## config.mk

```make
export PLATFORM = sky130hd
export DESIGN_NAME = adc_scan_seq
export DESIGN_NICKNAME = d
export VERILOG_FILES = /design/src/rtl/adc_scan_pkg.sv /design/src/rtl/scan_ctrl.sv /design/src/rtl/result_bank.sv /design/src/rtl/bound_cmp.sv /design/src/rtl/flag_reg.sv /design/src/rtl/adc_scan_seq.sv
export SDC_FILE = /design/constraint.sdc
export NUM_CORES = 1
export LEC_CHECK = 0
export CELL_PAD_IN_SITES_DETAIL_PLACEMENT = 1
export CELL_PAD_IN_SITES_GLOBAL_PLACEMENT = 1
export CORE_UTILIZATION = 34
export DETAILED_ROUTE_END_ITERATION = 7
export GPL_TIMING_DRIVEN = 0
export HOLD_SLACK_MARGIN = 0.02
export PLACE_DENSITY_LB_ADDON = 0.1
export SLEW_MARGIN = 40
export SYNTH_ARGS = -nofsm -noshare
export SYNTH_HDL_FRONTEND = slang
export SYNTH_HIERARCHICAL = 1
export SYNTH_SLANG_ARGS = --single-unit
```

## constraint.sdc

```tcl
create_clock -name clk -period 2.2 [get_ports clk]
set_input_delay 0.33 -clock clk [delete_from_list [all_inputs] [get_ports clk]]
set_output_delay 0.33 -clock clk [all_outputs]
set_load 0.02 [all_outputs]
```

## src/rtl/adc_scan_pkg.sv

```systemverilog
package adc_scan_pkg;
  localparam int SCAN_NCH  = 4;
  localparam int SCAN_DW   = 8;
  localparam int SCAN_CMPW = 4;

  typedef enum logic [1:0] {
    SC_IDLE  = 2'd0,
    SC_ISSUE = 2'd1,
    SC_WAIT  = 2'd2
  } scan_state_t;
endpackage

```

## src/rtl/scan_ctrl.sv

```systemverilog
module scan_ctrl
  import adc_scan_pkg::*;
#(
  parameter int NCH = SCAN_NCH,
  localparam int CW = (NCH > 1) ? $clog2(NCH) : 1
) (
  input  logic           clk,
  input  logic           rst_n,
  input  logic           start_i,
  input  logic [NCH-1:0] sel_i,
  input  logic           conv_done_i,
  output logic           conv_start_o,
  output logic [CW-1:0]  conv_chan_o,
  output logic           busy_o,
  output logic           store_o,
  output logic [CW-1:0]  store_chan_o,
  output logic           scan_fin_o
);
  scan_state_t    state_q;
  logic [NCH-1:0] pend_q;
  logic [CW-1:0]  head;
  logic [NCH-1:0] rest;

  // index of the lowest pending channel
  function automatic logic [CW-1:0] first_set(input logic [NCH-1:0] m);
    logic [CW-1:0] idx;
    idx = '0;
    for (int i = NCH - 1; i >= 0; i--) begin
      if (m[i]) idx = CW'(i);
    end
    return idx;
  endfunction

  function automatic logic [NCH-1:0] drop_bit(input logic [NCH-1:0] m,
                                               input logic [CW-1:0] idx);
    logic [NCH-1:0] r;
    r = m;
    r[idx] = 1'b0;
    return r;
  endfunction

  assign head = first_set(pend_q);
  assign rest = drop_bit(pend_q, head);

  logic launch_empty;
  logic last_back;
  assign launch_empty = (state_q == SC_IDLE) && start_i && (sel_i == '0);
  assign last_back    = (state_q == SC_WAIT) && conv_done_i && (rest == '0);

  assign conv_start_o = (state_q == SC_ISSUE);
  assign conv_chan_o  = head;
  assign busy_o       = (state_q != SC_IDLE);
  assign store_o      = (state_q == SC_WAIT) && conv_done_i;
  assign store_chan_o = head;
  assign scan_fin_o   = launch_empty || last_back;

  always_ff @(posedge clk or negedge rst_n) begin
    if (!rst_n) begin
      state_q <= SC_IDLE;
      pend_q  <= '0;
    end else begin
      unique case (state_q)
        SC_IDLE: begin
          if (start_i) begin
            pend_q <= sel_i;
            if (sel_i != '0) state_q <= SC_ISSUE;
          end
        end
        SC_ISSUE: state_q <= SC_WAIT;
        SC_WAIT: begin
          if (conv_done_i) begin
            pend_q  <= rest;
            state_q <= (rest == '0) ? SC_IDLE : SC_ISSUE;
          end
        end
        default: state_q <= SC_IDLE;
      endcase
    end
  end
endmodule

```

## src/rtl/result_bank.sv

```systemverilog
module result_bank
  import adc_scan_pkg::*;
#(
  parameter int NCH = SCAN_NCH,
  parameter int DW  = SCAN_DW,
  localparam int CW = (NCH > 1) ? $clog2(NCH) : 1
) (
  input  logic            clk,
  input  logic            rst_n,
  input  logic            store_i,
  input  logic [CW-1:0]   chan_i,
  input  logic [DW-1:0]   data_i,
  output logic [NCH-1:0]  we_o,
  output logic [NCH*DW-1:0] res_o
);
  for (genvar k = 0; k < NCH; k++) begin : g_slot
    logic [DW-1:0] slot_q;
    assign we_o[k] = store_i && (chan_i == CW'(k));
    always_ff @(posedge clk or negedge rst_n) begin
      if (!rst_n)       slot_q <= '0;
      else if (we_o[k]) slot_q <= data_i;
    end
    assign res_o[k*DW +: DW] = slot_q;
  end
endmodule

```

## src/rtl/bound_cmp.sv

```systemverilog
module bound_cmp
  import adc_scan_pkg::*;
#(
  parameter int DW   = SCAN_DW,
  parameter int CMPW = SCAN_CMPW
) (
  input  logic            valid_i,
  input  logic [DW-1:0]   data_i,
  input  logic [CMPW-1:0] lo_i,
  input  logic [CMPW-1:0] hi_i,
  output logic            hit_o
);
  // upper CMPW bits compared against an inclusive window
  function automatic logic outside(input logic [DW-1:0] d,
                                   input logic [CMPW-1:0] lo,
                                   input logic [CMPW-1:0] hi);
    logic [CMPW-1:0] top;
    top = d[DW-1 -: CMPW];
    return (top < lo) || (top > hi);
  endfunction

  assign hit_o = valid_i && outside(data_i, lo_i, hi_i);
endmodule

```

## src/rtl/flag_reg.sv

```systemverilog
module flag_reg (
  input  logic clk,
  input  logic rst_n,
  input  logic set_i,
  input  logic clr_i,
  output logic q_o
);
  always_ff @(posedge clk or negedge rst_n) begin
    if (!rst_n)     q_o <= 1'b0;
    else if (set_i) q_o <= 1'b1;
    else if (clr_i) q_o <= 1'b0;
  end
endmodule

```

## src/rtl/adc_scan_seq.sv

```systemverilog
module adc_scan_seq
  import adc_scan_pkg::*;
#(
  parameter int NCH  = SCAN_NCH,
  parameter int DW   = SCAN_DW,
  parameter int CMPW = SCAN_CMPW,
  localparam int CW  = (NCH > 1) ? $clog2(NCH) : 1
) (
  input  logic              clk,
  input  logic              rst_n,
  input  logic              start_i,
  input  logic [NCH-1:0]    sel_i,
  input  logic [CMPW-1:0]   lo_lim_i,
  input  logic [CMPW-1:0]   hi_lim_i,
  input  logic              done_ie_i,
  input  logic              bnd_ie_i,
  input  logic              done_clr_i,
  input  logic              bnd_clr_i,
  output logic              conv_start_o,
  output logic [CW-1:0]     conv_chan_o,
  input  logic              conv_done_i,
  input  logic [DW-1:0]     conv_data_i,
  output logic              busy_o,
  output logic [NCH*DW-1:0] result_o,
  output logic              done_flag_o,
  output logic              bnd_flag_o,
  output logic              irq_done_o,
  output logic              irq_bnd_o
);
  // named internal events, observed by the checker
  logic           ev_store;
  logic [CW-1:0]  ev_store_chan;
  logic           ev_scan_fin;
  logic           ev_bnd_hit;
  logic [NCH-1:0] ev_slot_we;

  scan_ctrl #(.NCH(NCH)) u_ctrl (
    .clk          (clk),
    .rst_n        (rst_n),
    .start_i      (start_i),
    .sel_i        (sel_i),
    .conv_done_i  (conv_done_i),
    .conv_start_o (conv_start_o),
    .conv_chan_o  (conv_chan_o),
    .busy_o       (busy_o),
    .store_o      (ev_store),
    .store_chan_o (ev_store_chan),
    .scan_fin_o   (ev_scan_fin)
  );

  result_bank #(.NCH(NCH), .DW(DW)) u_bank (
    .clk    (clk),
    .rst_n  (rst_n),
    .store_i(ev_store),
    .chan_i (ev_store_chan),
    .data_i (conv_data_i),
    .we_o   (ev_slot_we),
    .res_o  (result_o)
  );

  bound_cmp #(.DW(DW), .CMPW(CMPW)) u_cmp (
    .valid_i(ev_store),
    .data_i (conv_data_i),
    .lo_i   (lo_lim_i),
    .hi_i   (hi_lim_i),
    .hit_o  (ev_bnd_hit)
  );

  flag_reg u_done_flag (
    .clk  (clk),
    .rst_n(rst_n),
    .set_i(ev_scan_fin),
    .clr_i(done_clr_i),
    .q_o  (done_flag_o)
  );

  flag_reg u_bnd_flag (
    .clk  (clk),
    .rst_n(rst_n),
    .set_i(ev_bnd_hit),
    .clr_i(bnd_clr_i),
    .q_o  (bnd_flag_o)
  );

  assign irq_done_o = done_flag_o && done_ie_i;
  assign irq_bnd_o  = bnd_flag_o && bnd_ie_i;
endmodule

```

==> metrics.md <==
| Metric | Value |
|---|---|
| Outcome | `complete, no violations` |
| Path type of the worst min-delay path | `in2async` |
| Max-Slew Margin vs Limit | `65.4%` |
| Cell row count | `26` |
| Type of element launching the critical path | `flop` |
| Startpoint of the worst setup timing path | `u_ctrl/pend_q[2]` |
| Total power per unit cell area | `1360 nW/um2` |
| Pre-CTS worst setup slack | `104 ps` |
| Kind of critical path | `reg2out` |
| Worst reg2reg startpoint | `u_ctrl/state_q[1]` |
| WP buf/inv | `2` |
| Area added between synthesis and finish | `44.4%` |
| Insertion delay to the later sink of the worst-skew pair | `290 ps` |
| Die Footprint | `5840 um2` |
| Via count | `1421` |
| Pin count of the biggest net entering global routing | `41` |
| Net Sw Power | `1.39 mW` |
| Gate family responsible for the most delay along the worst path | `buffers and inverters` |
| Setup violation total in the final timing report | `0` |
| Clock skew | `8.58 ps` |
| Peak supply drop | `0.745 mV` |
| Core region area | `5200 um2` |
| Final Max Slew Viols | `0` |
| Final estimated routing congestion in global placement | `0.798` |
| Final WS setup | `160 ps` |
| Design Power | `3.71 mW` |
| Slew at the pin closest to its max-slew limit | `519 ps` |
| Number of buffers inserted by post-CTS setup repair | `0` |
| Tot GR Track Use | `18.1%` |
| Number of filler cells placed in the layout | `569` |
| Kind of end point of the critical path | `output pin` |
| Sequential fraction of design power | `34.4%` |
| Hold buffer count at CTS | `0` |
| Post-Syn Nets | `180` |
| YS warnings | `6` |
| Setup repair after global routing missed its margin | `false` |
| Starting Density | `36.2%` |
| Fmax | `490 MHz` |
| DR pass1 iterations | `3` |
| Longest Clk Path Bufs | `2` |
| Share of the cycle needed by the critical path after routing | `92.7%` |
| Required arrival time at the worst endpoint | `1870 ps` |
| Estimated wirelength of the detail-placed design | `3.59 mm` |
| Final worst path period need | `2040 ps` |
| Width of the chip | `76.4 um` |
| Residual overflow from global routing | `0` |
| Post-Synthesis Cell Area | `1880 um2` |
| Number of DRC violations after detailed routing | `0` |
| Logic gate share of total power | `53.1%` |
| Met2 wire len | `2.52 mm` |
| Avg Vias per Cell | `4.92` |
| Total I/O pin count | `68` |
| Final count of hold timing violations | `0` |
| Root cell of the clock tree | `sky130_fd_sc_hd__clkbuf_8` |
| Met1 WL | `2.06 mm` |
| Standard cell with the maximum stage delay on the critical path | `sky130_fd_sc_hd__clkdlybuf4s50_1` |
| Clk slew on worst S/H paths | `80 ps` |
| Number of instances in the synthesized netlist | `145` |
| Cell internal power dissipation | `2.32 mW` |
| Port buffer count | `67` |
| Antenna violations before repair | `0` |
| Count of instances resized after the clock tree is built | `1` |
| List of cells traversed by the critical path | `inv_1, a21oi_1, nor2_1, clkdlybuf4s50_1` |
| Clock network fraction of total power | `12.5%` |
| Wire length after detailed routing | `4.82 mm` |
| Routed wire length per instance | `16.7 um` |
| Number of CTS-inserted buffers | `5` |
| Worst hold-check slack | `10.0 ps` |
| Critical Path AT | `1710 ps` |
| Net switching fraction of the power | `37.4%` |
| Leak Pwr | `1.25 nW` |
| Routed wl met3 | `215 um` |
| Largest fanout on the critical path | `5` |
| Initial DRC Count | `22` |
| TritonCTS clock tree | `built` |
| First-pass GRT wire length | `8.12 mm` |
| Vert. Die Dim | `76.4 um` |
| Antenna-violating nets left | `0` |
| Mean post-synth cell area | `13.0 um2` |
| Maxcap violations | `0` |
| CTS Sinks | `40` |
| Diodes inserted | `0` |
| Max layer used | `met4` |
| Final instance area | `2720 um2` |
| Fraction of final layout cells with drive strength greater than 1 | `23.7%` |
| Number of nets in the layout | `254` |
| Number of H-tree levels | `2` |
| Number of global-route vias before repair | `1606` |
| Slowest Stage Delay on Critical Path | `650 ps` |
| DP Area | `2640 um2` |
per-stage QoR:
step	utilization [%]	TNS, ps	std cells
after floorplan	-	0	145
after global placement	50.7	-5940	282
after detailed placement	50.7	0	282
after CTS	52.2	0	289
after global routing	52.2	0	289
final	52.2	0	289
path summary, 6_finish.rpt:
| kind | end | slack (ps) | depth (start not counted) |
|---|---|---|---|
| min reg2reg | u_done_flag/q_o | 500 | 1 |
| max in group asynchronous | u_bank/g_slot[2].slot_q[2] | 1820 | 1 |
| min | u_bnd_flag/q_o | 10 | 1 |
| max reg2reg | u_bank/g_slot[0].slot_q[3] | 260 | 6 |
| min in group clk | u_done_flag/q_o | 500 | 1 |
| max | conv_chan_o[0] | 160 | 4 |
area by class of cell:
type	instances	area (um2)	area share [%]
clock buffers	5	68.8	2.53
multi-input cells	88	795	29.2
repair buffers	67	667	24.5
clock inverters	2	12.5	0.460
flip-flops and latches	40	1000	36.8
inverters	12	45.0	1.66
well taps	70	87.6	3.22
plain buffers	5	42.5	1.56
sequential cells by signal (all words and copies together) (netlist names):
signal and flops:
u_done_flag/q_o 1, u_bank/g_slot.slot_q 32, u_ctrl/state_q 2, u_bnd_flag/q_o 1, u_ctrl/pend_q 4
power groups by stage:
stage	Sequential [mW]	Combinational (mW)	Clock, mW
after CTS	1.28	2.00	0.487
after global placement	1.26	1.94	0
after detailed placement	1.29	1.99	0
after global routing	1.33	2.08	0.527
final	1.28	1.97	0.463
after floorplan	1.61	0.725	0
layout by cell type, fill, tap and decap left out, drive strengths merged, types with 3 or more instances in the layout:
cell / instances
dfrtp: 40
clkbuf: 5
buf: 6
a22o: 3
ha: 7
and2: 3
nand2: 3
clkdlybuf4s50: 65
a211o: 5
inv: 12
nor2b: 3
nor2: 4
o21ai: 3
mux2: 32
a21o: 3
a21oi: 3
per-layer routing:
metal | vias up | GRT usage [%]
met3 | 4 | 4.55
li1 | 665 | -
met5 | - | 0
met2 | 43 | 33.3
met4 | 0 | 4.04
met1 | 709 | 21.0
Note: power is estimated with default switching activity, not from simulation.
